### src/rtl/pwm_fifo_pkg.sv
package pwm_fifo_pkg;

  localparam int BUS_W = 32;

  typedef enum logic [1:0] {
    REG_CTRL   = 2'd0,
    REG_STAT   = 2'd1,
    REG_SAMPLE = 2'd2,
    REG_PERIOD = 2'd3
  } reg_addr_e;

  localparam int CTRL_EN     = 0;
  localparam int CTRL_SWRST  = 1;
  localparam int CTRL_CLK_LO = 2;
  localparam int CTRL_DOZE   = 4;
  localparam int CTRL_WAIT   = 5;
  localparam int CTRL_DBG    = 6;
  localparam int CTRL_PRE_LO = 8;

endpackage

### src/rtl/pwm_sample_fifo.sv
module pwm_sample_fifo #(
  parameter int DW    = 16,
  parameter int DEPTH = 4,
  localparam int PTR_W  = (DEPTH > 1) ? $clog2(DEPTH) : 1,
  localparam int FILL_W = $clog2(DEPTH + 1)
) (
  input  logic              clk,
  input  logic              rst_n,
  input  logic              flush,
  input  logic              push,
  input  logic [DW-1:0]     push_data,
  input  logic              pop,
  output logic [DW-1:0]     head,
  output logic [FILL_W-1:0] fill,
  output logic              full,
  output logic              empty
);

  logic [PTR_W-1:0]  rd_ptr_q, rd_ptr_d, wr_ptr_q, wr_ptr_d;
  logic [FILL_W-1:0] fill_q, fill_d;
  logic [DW-1:0]     slot_q [DEPTH];
  logic              push_ok, pop_ok;

  assign full    = (fill_q == FILL_W'(DEPTH));
  assign empty   = (fill_q == '0);
  assign push_ok = push && !full && !flush;
  assign pop_ok  = pop && !empty && !flush;
  assign fill    = fill_q;
  assign head    = slot_q[rd_ptr_q];

  function automatic logic [PTR_W-1:0] ptr_inc(input logic [PTR_W-1:0] p);
    return (p == PTR_W'(DEPTH - 1)) ? '0 : p + PTR_W'(1);
  endfunction

  always_comb begin
    rd_ptr_d = rd_ptr_q;
    wr_ptr_d = wr_ptr_q;
    fill_d   = fill_q;
    if (flush) begin
      rd_ptr_d = '0;
      wr_ptr_d = '0;
      fill_d   = '0;
    end else begin
      if (push_ok) wr_ptr_d = ptr_inc(wr_ptr_q);
      if (pop_ok)  rd_ptr_d = ptr_inc(rd_ptr_q);
      if (push_ok && !pop_ok)      fill_d = fill_q + FILL_W'(1);
      else if (pop_ok && !push_ok) fill_d = fill_q - FILL_W'(1);
    end
  end

  always_ff @(posedge clk or negedge rst_n) begin
    if (!rst_n) begin
      rd_ptr_q <= '0;
      wr_ptr_q <= '0;
      fill_q   <= '0;
    end else begin
      rd_ptr_q <= rd_ptr_d;
      wr_ptr_q <= wr_ptr_d;
      fill_q   <= fill_d;
    end
  end

  // Storage slots: data only, no reset; each slot has its own write enable.
  for (genvar i = 0; i < DEPTH; i++) begin : g_slot
    logic [DW-1:0] data_q;
    logic          we;
    assign we = push_ok && (wr_ptr_q == PTR_W'(i));
    always_ff @(posedge clk) begin
      if (we) data_q <= push_data;
    end
    assign slot_q[i] = data_q;
  end

  // the fill level never exceeds the depth.
  a_r7_fill_bound: assert property (@(posedge clk) disable iff (!rst_n)
    fill_q <= FILL_W'(DEPTH));

  // a push into a full queue without a pop leaves it full.
  a_r7_full_drop: assert property (@(posedge clk) disable iff (!rst_n)
    (full && push && !pop && !flush) |=> full);

  // a flush empties the queue on the next cycle.
  a_r10_flush_empty: assert property (@(posedge clk) disable iff (!rst_n)
    flush |=> empty);

  // the parent never requests a pop on an empty queue.
  a_r5_no_pop_empty: assert property (@(posedge clk) disable iff (!rst_n)
    pop |-> !empty);

endmodule

### src/rtl/pwm_prescaler.sv
module pwm_prescaler #(
  parameter int PRE_W = 12
) (
  input  logic             clk,
  input  logic             rst_n,
  input  logic             run,
  input  logic             restart,
  input  logic [PRE_W-1:0] div_field,
  output logic             tick
);

  logic [PRE_W-1:0] div_cnt_q, div_cnt_d;
  logic             at_limit;

  assign at_limit = (div_cnt_q == div_field);
  assign tick     = run && !restart && at_limit;

  always_comb begin
    if (!run || restart || at_limit) div_cnt_d = '0;
    else                             div_cnt_d = div_cnt_q + PRE_W'(1);
  end

  always_ff @(posedge clk or negedge rst_n) begin
    if (!rst_n) div_cnt_q <= '0;
    else        div_cnt_q <= div_cnt_d;
  end

  // with a divide ratio above one, ticks are never back to back.
  a_r3_tick_gap: assert property (@(posedge clk) disable iff (!rst_n)
    (tick && div_field != '0) |=> (!tick || div_field == '0));

endmodule

### src/rtl/pwm_period_counter.sv
module pwm_period_counter #(
  parameter int CNT_W = 16
) (
  input  logic             clk,
  input  logic             rst_n,
  input  logic             run,
  input  logic             restart,
  input  logic             tick,
  input  logic [CNT_W-1:0] period,
  output logic [CNT_W-1:0] count,
  output logic             wrap
);

  logic [CNT_W-1:0] count_q, count_d;
  logic [CNT_W-1:0] last;

  // The period holds at most 2^CNT_W - 2, so the last count fits in CNT_W bits.
  assign last  = period + CNT_W'(1);
  assign wrap  = run && tick && (count_q == last);
  assign count = count_q;

  always_comb begin
    count_d = count_q;
    if (!run || restart) count_d = '0;
    else if (tick)       count_d = (count_q == last) ? '0 : count_q + CNT_W'(1);
  end

  always_ff @(posedge clk or negedge rst_n) begin
    if (!rst_n) count_q <= '0;
    else        count_q <= count_d;
  end

  // the count stays within 0 .. period + 1.
  a_r2_count_bound: assert property (@(posedge clk) disable iff (!rst_n)
    count_q <= last);

  // a restart puts the count at zero on the next cycle.
  a_r6_restart_zero: assert property (@(posedge clk) disable iff (!rst_n)
    restart |=> count_q == '0);

  // while not running, the count is held at zero.
  a_r9_idle_zero: assert property (@(posedge clk) disable iff (!rst_n)
    !run |=> count_q == '0);

endmodule

### src/rtl/pwm_fifo_gen.sv
module pwm_fifo_gen
  import pwm_fifo_pkg::*;
#(
  parameter int CNT_W      = 16,
  parameter int PRE_W      = 12,
  parameter int FIFO_DEPTH = 4
) (
  input  logic             clk,
  input  logic             rst_n,
  input  logic             bus_wr,
  input  logic [1:0]       bus_addr,
  input  logic [BUS_W-1:0] bus_wdata,
  output logic [BUS_W-1:0] bus_rdata,
  output logic             pwm_out
);

  localparam int FILL_W = $clog2(FIFO_DEPTH + 1);
  localparam logic [CNT_W-1:0] PERIOD_MAX = {{(CNT_W-1){1'b1}}, 1'b0};

  // Reset synchronizer: asynchronous assertion, release aligned to clk.
  logic rst_meta_q, rst_sync_n;
  always_ff @(posedge clk or negedge rst_n) begin
    if (!rst_n) begin
      rst_meta_q <= 1'b0;
      rst_sync_n <= 1'b0;
    end else begin
      rst_meta_q <= 1'b1;
      rst_sync_n <= rst_meta_q;
    end
  end

  // Control and data registers.
  logic             en_q, en_d;
  logic             swrst_q, swrst_d;
  logic [1:0]       clksel_q, clksel_d;
  logic             doze_q, doze_d, wait_q, wait_d, dbg_q, dbg_d;
  logic [PRE_W-1:0] pre_q, pre_d;
  logic [CNT_W-1:0] period_q, period_d;
  logic [CNT_W-1:0] act_q, act_d;

  logic             wr_ok, ctrl_wr, sample_wr, period_wr;
  logic             en_rise, load, pop;
  logic             tick, wrap;
  logic [CNT_W-1:0] count;
  logic [CNT_W-1:0] head;
  logic [FILL_W-1:0] fill;
  logic             full, empty;
  logic             unused_wbits;

  assign unused_wbits = ^{bus_wdata[BUS_W-1:CTRL_PRE_LO+PRE_W], bus_wdata[7]};

  assign wr_ok     = bus_wr && !swrst_q;
  assign ctrl_wr   = wr_ok && (reg_addr_e'(bus_addr) == REG_CTRL);
  assign sample_wr = wr_ok && (reg_addr_e'(bus_addr) == REG_SAMPLE);
  assign period_wr = wr_ok && (reg_addr_e'(bus_addr) == REG_PERIOD);

  assign en_rise = ctrl_wr && !bus_wdata[CTRL_SWRST] && bus_wdata[CTRL_EN] && !en_q;
  assign load    = wrap || en_rise || (period_wr && en_q);
  assign pop     = load && !empty && !swrst_q;

  pwm_sample_fifo #(
    .DW    (CNT_W),
    .DEPTH (FIFO_DEPTH)
  ) u_fifo (
    .clk       (clk),
    .rst_n     (rst_sync_n),
    .flush     (swrst_q),
    .push      (sample_wr),
    .push_data (bus_wdata[CNT_W-1:0]),
    .pop       (pop),
    .head      (head),
    .fill      (fill),
    .full      (full),
    .empty     (empty)
  );

  pwm_prescaler #(
    .PRE_W (PRE_W)
  ) u_prescaler (
    .clk       (clk),
    .rst_n     (rst_sync_n),
    .run       (en_q),
    .restart   (period_wr),
    .div_field (pre_q),
    .tick      (tick)
  );

  pwm_period_counter #(
    .CNT_W (CNT_W)
  ) u_counter (
    .clk     (clk),
    .rst_n   (rst_sync_n),
    .run     (en_q),
    .restart (period_wr),
    .tick    (tick),
    .period  (period_q),
    .count   (count),
    .wrap    (wrap)
  );

  // Next-state logic for the register file.
  always_comb begin
    en_d     = en_q;
    swrst_d  = 1'b0;
    clksel_d = clksel_q;
    doze_d   = doze_q;
    wait_d   = wait_q;
    dbg_d    = dbg_q;
    pre_d    = pre_q;
    period_d = period_q;
    act_d    = act_q;
    if (swrst_q) begin
      en_d     = 1'b0;
      clksel_d = '0;
      doze_d   = 1'b0;
      wait_d   = 1'b0;
      dbg_d    = 1'b0;
      pre_d    = '0;
      period_d = PERIOD_MAX;
      act_d    = '0;
    end else begin
      if (ctrl_wr) begin
        if (bus_wdata[CTRL_SWRST]) begin
          swrst_d = 1'b1;
        end else begin
          en_d     = bus_wdata[CTRL_EN];
          clksel_d = bus_wdata[CTRL_CLK_LO +: 2];
          doze_d   = bus_wdata[CTRL_DOZE];
          wait_d   = bus_wdata[CTRL_WAIT];
          dbg_d    = bus_wdata[CTRL_DBG];
          pre_d    = bus_wdata[CTRL_PRE_LO +: PRE_W];
        end
      end
      if (period_wr) begin
        period_d = (bus_wdata[CNT_W-1:0] > PERIOD_MAX) ? PERIOD_MAX : bus_wdata[CNT_W-1:0];
      end
      if (pop) act_d = head;
    end
  end

  always_ff @(posedge clk or negedge rst_sync_n) begin
    if (!rst_sync_n) begin
      en_q     <= 1'b0;
      swrst_q  <= 1'b0;
      clksel_q <= '0;
      doze_q   <= 1'b0;
      wait_q   <= 1'b0;
      dbg_q    <= 1'b0;
      pre_q    <= '0;
      period_q <= PERIOD_MAX;
      act_q    <= '0;
    end else begin
      en_q     <= en_d;
      swrst_q  <= swrst_d;
      clksel_q <= clksel_d;
      doze_q   <= doze_d;
      wait_q   <= wait_d;
      dbg_q    <= dbg_d;
      pre_q    <= pre_d;
      period_q <= period_d;
      act_q    <= act_d;
    end
  end

  // Read mux.
  always_comb begin
    bus_rdata = '0;
    unique case (reg_addr_e'(bus_addr))
      REG_CTRL: begin
        bus_rdata[CTRL_EN]               = en_q;
        bus_rdata[CTRL_SWRST]            = swrst_q;
        bus_rdata[CTRL_CLK_LO +: 2]      = clksel_q;
        bus_rdata[CTRL_DOZE]             = doze_q;
        bus_rdata[CTRL_WAIT]             = wait_q;
        bus_rdata[CTRL_DBG]              = dbg_q;
        bus_rdata[CTRL_PRE_LO +: PRE_W]  = pre_q;
      end
      REG_STAT: begin
        bus_rdata[FILL_W-1:0] = fill;
        bus_rdata[FILL_W]     = full;
      end
      REG_SAMPLE: bus_rdata[CNT_W-1:0] = act_q;
      REG_PERIOD: bus_rdata[CNT_W-1:0] = period_q;
      default:    bus_rdata = '0;
    endcase
  end

  assign pwm_out = en_q && (count < act_q);

  // the software-reset bit clears itself after one cycle.
  a_r10_swrst_self_clear: assert property (@(posedge clk) disable iff (!rst_sync_n)
    swrst_q |=> !swrst_q);

  // after a software reset the block is disabled.
  a_r10_swrst_disables: assert property (@(posedge clk) disable iff (!rst_sync_n)
    swrst_q |=> !en_q && act_q == '0);

  // the active sample changes only on a load event or a software reset.
  a_r5_active_holds: assert property (@(posedge clk) disable iff (!rst_sync_n)
    (!load && !swrst_q) |=> $stable(act_q));

  // with enable clear, the output stays low.
  a_r9_low_when_off: assert property (@(posedge clk) disable iff (!rst_sync_n)
    (!en_d && !swrst_q) |=> !pwm_out);

endmodule

### config.mk
export PLATFORM = sky130hd
export DESIGN_NAME = pwm_fifo_gen
export DESIGN_NICKNAME = d
export VERILOG_FILES = /design/src/rtl/pwm_fifo_pkg.sv /design/src/rtl/pwm_sample_fifo.sv /design/src/rtl/pwm_prescaler.sv /design/src/rtl/pwm_period_counter.sv /design/src/rtl/pwm_fifo_gen.sv
export SDC_FILE = /design/constraint.sdc
export NUM_CORES = 1
export LEC_CHECK = 0
export BUFFER_PORTS_ARGS = -buffer_cell sky130_fd_sc_hd__buf_2
export CAP_MARGIN = 20
export CORE_ASPECT_RATIO = 1.75
export CORE_MARGIN = 4
export CORE_UTILIZATION = 35
export CTS_CLUSTER_DIAMETER = 80
export DETAILED_ROUTE_END_ITERATION = 7
export SYNTH_ARGS = -nofsm -noshare
export SYNTH_HDL_FRONTEND = slang
export SYNTH_SLANG_ARGS = --single-unit
export TNS_END_PERCENT = 20
### constraint.sdc
create_clock -name clk -period 5.2 [get_ports clk]
set_input_delay 0.52 -clock clk [delete_from_list [all_inputs] [get_ports clk]]
set_output_delay 0.52 -clock clk [all_outputs]
set_load 0.03 [all_outputs]
==> run metrics, run 1 <==
outcome=completed; port buffer count=45; FFs w/ async S/R, synth=57.9%; Total GRT Usage=16.0%; grt met2 use=28.1%; Filler Cells Inserted=2,235; num ports=70; FF/Latch Area=4150 sq um; clk buf depth=2; Seq pwr share=42.7%; CP max-delay cell=dfstp_2; root buf cell=clkbuf_16; crit path cell chain=ha_1 -> nand3_1 -> or3_1 -> a2111oi_0 -> nand4bb_1 -> a21oi_2 -> nor2_1 -> fa_1 -> or4_1 -> o21ai_0 -> a221o_1; Post-synth EDFFs=64; gp weighted congestion=0.842; initial DRC count=293; Final Net Count=808; vias in the first global route=5,647; Leak=3.75 nW; kind of end point of the critical path=flop; total of max-cap violations=0; Final min period=3950 ps; max incr delay on CP=580 ps; WHS=218 ps; Worst-path clk slew=60 ps; critical path type=reg2reg; post-CTS setup buffers=0; worst slew pin tran=910 ps; HP Class=reg2async; CP max FO=6; commonest non-fill, non-tap cells in the layout=76 x nor2_1, 71 x dfrtp_1, 64 x edfxtp_1; WL per Instance=18.3 um; Pre-Repair DR Iteration Count=4; Seq/Total Area, Yosys=51.8%; drt via density=5.17; H-Tree Depth=4; setup ws final=1250 ps; Final Cycle Share=76.0%; internal power=0.00251 W; TritonCTS clock tree=done; Final Hold Fails=0; area of the multi-input gates=3530 sq um; Die W=122 um; clk sink count=152; initial antenna violation count=1; Antenna diodes=0; clk_skew=7.63 ps; Clock Power Share=32.5%; height of the die=208 um; Area Growth Syn to Fin=12.6%; post-route ant nets=0; flops & latches, synth=152; busiest grt layer=met2; grt ovf=0; drt drc=0; unrepaired setup endpoints after global routing=no; NetSw=0.00124 W; Power, Total=0.00376 W; total number of vias=5,464; Crit path required time=5560 ps; post-synth cell types=65; Ys Warns=0; Slew Limit Fails=0; Sw Share=33.1%; Cell Area, Synth=8000 sq um; met3 Usage GRT=2.83%; final core utilization=40.3%; Final HPWL DP=14,300 um; worst skew pair latency=420 ps; VDD IR max=0.228 mV; core area=22,300 sq um; top_reg_cell synth=dfrtp_1; CTS Buf Count=17; relative slew slack=39.3%; commonest non-fill, non-tap cell in the layout=nor2_1; setup TNS=0 ps; WL final=19,400 um; pwr dens=417 nW/um^2; Max Fclk=253 MHz; die area=25,400 sq um; Comb pwr share=24.8%; fraction of layout cells with a size suffix above 1=17.6%; Initial Util=35.8%; row cnt=72; CP startpoint kind=flop; largest net degree at the start of global routing=65; global-route wire length before repair=31,200 um; Mean Syn Cell Area=11.2 sq um; M1 GR Usage=18.1%; final setup violation count=0; Critical Path AT=4310 ps; cell count after synthesis=714; dpl ws=1090 ps
-- power by group through the flow --
stage / Clock, W / Combinational (W) / Sequential (W)
detailed placement: 0 / 0.000944 / 0.00163
finish: 0.00122 / 0.000931 / 0.00161
CTS: 0.00125 / 0.000948 / 0.00161
global route: 0.00131 / 0.00105 / 0.00163
global placement: 0 / 0.000920 / 0.00162
floorplan: 0 / 0.000769 / 0.00154
-- cell usage after synthesis, types with 4 or more instances --
cell / instances / area (sq um)
nor2_1: 77 / 289
dfrtp_1: 73 / 1830
edfxtp_1: 64 / 1920
nand2_1: 49 / 184
o21ai_0: 47 / 235
nand2b_1: 28 / 175
xor2_1: 25 / 219
inv_1: 23 / 86.3
nand3_1: 23 / 115
ha_1: 22 / 275
clkbuf_1: 21 / 78.8
mux4_2: 20 / 450
and3_1: 19 / 119
mux2i_1: 19 / 190
a21oi_1: 17 / 85.1
xnor2_1: 17 / 149
dfstp_2: 15 / 394
buf_4: 14 / 105
a22o_1: 12 / 105
a21o_1: 11 / 82.6
and2_1: 11 / 68.8
nand4_1: 10 / 62.6
o31ai_1: 9 / 67.6
buf_2: 8 / 40.0
nor3_1: 7 / 35.0
nor2b_1: 6 / 37.5
a31oi_1: 4 / 25.0
buf_6: 4 / 45.0
nor3b_1: 4 / 30.0
nor4_1: 4 / 25.0
o21ai_1: 4 / 20.0
-- through the flow --
stage               instances  area [sq um]
CTS                      1056          9000
global placement         1023          8410
finish                   1057          9010
detailed placement       1023          8410
global route             1057          9010
floorplan                 725          8040
-- cells by family after synthesis --
logic type                 count (synthesis)  synth area share [%]
adders and majority gates                 23                  3.69
buffers and inverters                     73                  4.60
other                                      2                0.0939
muxes                                     41                  8.29
and+or+nand+nor                          253                  16.2
xor gates and xnor gates                  42                  4.60
DFF                                      152                  51.8
AOI/OAI and AO/OA                        128                  10.7
-- final cells by class --
class	instances	share of cell area [%]
Sequential cell	152	46.0
Multi-Input combinational cell	500	39.2
Clock buffer	17	4.72
Tap cell	296	4.11
Timing Repair Buffer	54	3.25
Clock inverter	15	1.72
Inverter	23	0.958
-- metal layers --
layer	up-vias	share of wire, %
met4	2	4.8
met2	104	54
met5	-	0.10
met1	2713	38
li1	2602	-
met3	43	3.1
-- flip-flops by register name, indices dropped and copies added, names as in the netlist --
| register | flops |
|---|---|
| act_q | 16 |
| clksel_q | 2 |
| dbg_q | 1 |
| doze_q | 1 |
| en_q | 1 |
| period_q | 16 |
| pre_q | 12 |
| rst_meta_q | 1 |
| rst_sync_n | 1 |
| swrst_q | 1 |
| u_counter.count | 16 |
| u_fifo.fill | 3 |
| u_fifo.g_slot.data_q | 64 |
| u_fifo.rd_ptr_q | 2 |
| u_fifo.wr_ptr_q | 2 |
| u_prescaler.div_cnt_q | 12 |
| wait_q | 1 |
-- critical path: cells and delay by family (launching register included) --
kind | cells | cell delay [ps]
simple gates | 5 | 1510
flops | 1 | 580
fa+ha+maj | 2 | 680
compound gates | 4 | 1120
-- what timing repair did --
action / 4_1_cts / 5_1_grt
hold endpoints to repair: 2 / 0
hold buffers: 1 / 0
gates resized for setup: 0 / 0
-- worst paths after layout --
path / startpoint / end / slack [ps] / depth (start not counted)
setup / recovery: period_q[1] / u_fifo.fill[1] / 1250 / 11
hold / removal: rst_sync_n / clksel_q[0] / 220 / 0
setup reg to reg: period_q[1] / u_fifo.fill[1] / 1250 / 11
min in group clk: bus_wdata[19] / pre_q[11] / 300 / 3
max in group asynchronous: rst_sync_n / act_q[11] / 3820 / 1
hold reg to reg: rst_sync_n / clksel_q[0] / 220 / 0
No activity file was read; power rests on OpenSTA's default activity.
==> run 2, diff against run 1 <==
Clock period 5.2 ns to 3.4 ns, I/O delays scaled along.
==> run 2 against run 1 <==
Net effect:
- count of clock-buffer cells in the layout unchanged
- clock skew up 2.1 ps
- flip-flop and latch count unchanged
- die area unchanged
- largest power group unchanged
- highest routed layer is now met4
==> run metrics, run 2 (synthesis gave the netlist of run 1 again) <==
outcome=completed; clk sink count=152 (unchanged); gp weighted congestion=0.828 (-1.7%); num ports=70 (unchanged); FF/Latch Area=4150 sq um (about the same); Area Growth Syn to Fin=19.2%; kind of end point of the critical path=flop; WL met1=7900 um (+7.2%); final setup violation count=0 (unchanged); total of max-cap violations=0 (unchanged); Antenna diodes=0 (unchanged); HP Class=in2reg; relative slew slack=36.4% (-2.9 points); CTS Buf Count=17 (unchanged); pwr dens=613 nW/um^2 (+47%); most flop-heavy register=u_fifo.g_slot.data_q; VDD IR max=0.362 mV (+59%); commonest non-fill, non-tap cell in the layout=nor2_1; TritonCTS clock tree=done; max reg flops=64 (unchanged); Total GRT Usage=16.8% (+0.78 points); Met3 Wirelength=521 um (-14%); row cnt=72 (unchanged); Pre-Repair DR Iteration Count=5 (+1); Initial Util=35.8% (unchanged); total number of vias=5,612 (+2.7%); vias in the first global route=5,811 (+2.9%); worst skew pair latency=430 ps (about the same); Max Fclk=298 MHz (+18%); H-Tree Depth=4 (unchanged); Slew Limit Fails=0 (unchanged); final core utilization=42.7% (+2.3 points); Filler Cells Inserted=2,186 (-2.2%); Worst-path clk slew=60 ps (about the same); internal power=0.00387 W (+54%); CP max FO=6 (unchanged); port buffer count=45 (unchanged); Seq pwr share=41.6% (-1.1 points); critical path type=reg2reg; initial antenna violation count=0 (-1); worst slew pin tran=953 ps (+42.8 ps); dpl ws=-26.1 ps (-1110 ps); WL final=20,400 um (+5.2%); clk_skew=9.74 ps (+2.10 ps); Final Hold Fails=0 (unchanged); NetSw=0.00197 W (+58%); metal2 WL=11,000 um (+5.8%); Die W=122 um (unchanged); Clock Power Share=30.6% (-1.9 points); Sw Share=33.7% (+0.59 points); unrepaired setup endpoints after global routing=yes; root buf cell=clkbuf_16; Comb pwr share=27.8% (+3.0 points); die area=25,400 sq um (unchanged); Critical Path AT=3720 ps (-590 ps); clk buf depth=2 (unchanged); largest net degree at the start of global routing=72 (+11%); Final min period=3350 ps (-601 ps); setup ws final=47.0 ps (-1200 ps); fraction of layout cells with a size suffix above 1=25.1% (+7.5 points); post-route ant nets=0 (unchanged); CP startpoint kind=flop; height of the die=208 um (unchanged); Crit path required time=3760 ps (-1800 ps); WL per Instance=18.4 um (+0.33%); Leak=4.02 nW (+7.3%); commonest non-fill, non-tap cells in the layout=75 x nor2_1, 69 x dfrtp_1, 64 x edfxtp_1; initial DRC count=275 (-6.1%); grt ovf=0 (unchanged); Final Cycle Share=98.6% (+23 points); core area=22,300 sq um (unchanged); global-route wire length before repair=32,400 um (+3.9%); Final Net Count=859 (+6.3%); uppermost routed layer=met4; Final HPWL DP=15,100 um (+5.5%); area of the multi-input gates=3690 sq um (+4.5%); drt drc=0 (unchanged); drt via density=5.06 (-2.0%)
## run 2: worst paths after layout
| kind | startpoint | to | slack (ps) | depth (start not counted) |
|---|---|---|---|---|
| worst min-delay path | bus_wdata[19] | pre_q[11] | 120 | 3 |
| max in group asynchronous | rst_sync_n | u_prescaler.div_cnt_q[6] | 2200 | 1 |
| worst max register to register | period_q[4] | u_fifo.fill[1] | 50 | 11 |
| worst max-delay path | period_q[4] | u_fifo.fill[1] | 50 | 11 |
| min in group asynchronous | rst_n | rst_sync_n | 230 | 2 |
| worst min register to register | rst_meta_q | rst_sync_n | 350 | 0 |
## run 2: timing repair
item,in CTS,in global routing
setup endpoints to repair,2,3
gates resized for setup,6,14
hold buffers,1,0
pin swaps,3,16
endpoints found under the hold margin,2,0
buffers inserted,0,9
## run 2: power by group through the flow
stage / Combinational, W / Sequential, W / Clock (W)
2_1_floorplan: 0.00120 / 0.00235 / 0
3_3_place_gp: 0.00154 / 0.00246 / 0
3_5_place_dp: 0.00157 / 0.00247 / 0
4_1_cts: 0.00159 / 0.00243 / 0.00183
5_1_grt: 0.00180 / 0.00247 / 0.00191
6_report: 0.00162 / 0.00243 / 0.00179
## run 2: metrics by stage
stage	area, sq um	power [W]	TNS, ps	hold slack (ps)	std cells
after floorplan	8110	0.00355	-41.8	44.4	725
after global placement	8800	0.00399	0	125	1066
after detailed placement	8800	0.00404	-26.1	127	1066
after CTS	9400	0.00586	0	100	1099
after global routing	9530	0.00618	-120	121	1108
final	9530	0.00584	0	117	1108
## run 2: area by class of cell
cell class	instances	share of cell area (%)
Timing Repair Buffer	105	7.14
Clock buffer	17	4.46
Multi-Input combinational cell	500	38.7
Tap cell	296	3.89
Clock inverter	15	1.37
Inverter	23	0.906
Sequential cell	152	43.5
## run 2: routing by layer
layer / GRT usage [%] / up-vias
li1: - / 2707
met1: 18.8 / 2763
met2: 29.7 / 105
met3: 2.69 / 37
met4: 9.44 / 0
met5: 0 / -
## run 2: worst max-delay path: stages, from the launching register on
cell	delay, ps
dfstp_2	580
nand4_1	240
nor4_2	350
xnor2_1	200
o221ai_2	180
nand4bb_4	310
a21oi_4	190
nor2_2	60
fa_2	450
or4_1	470
o21ai_1	140
a221o_1	120
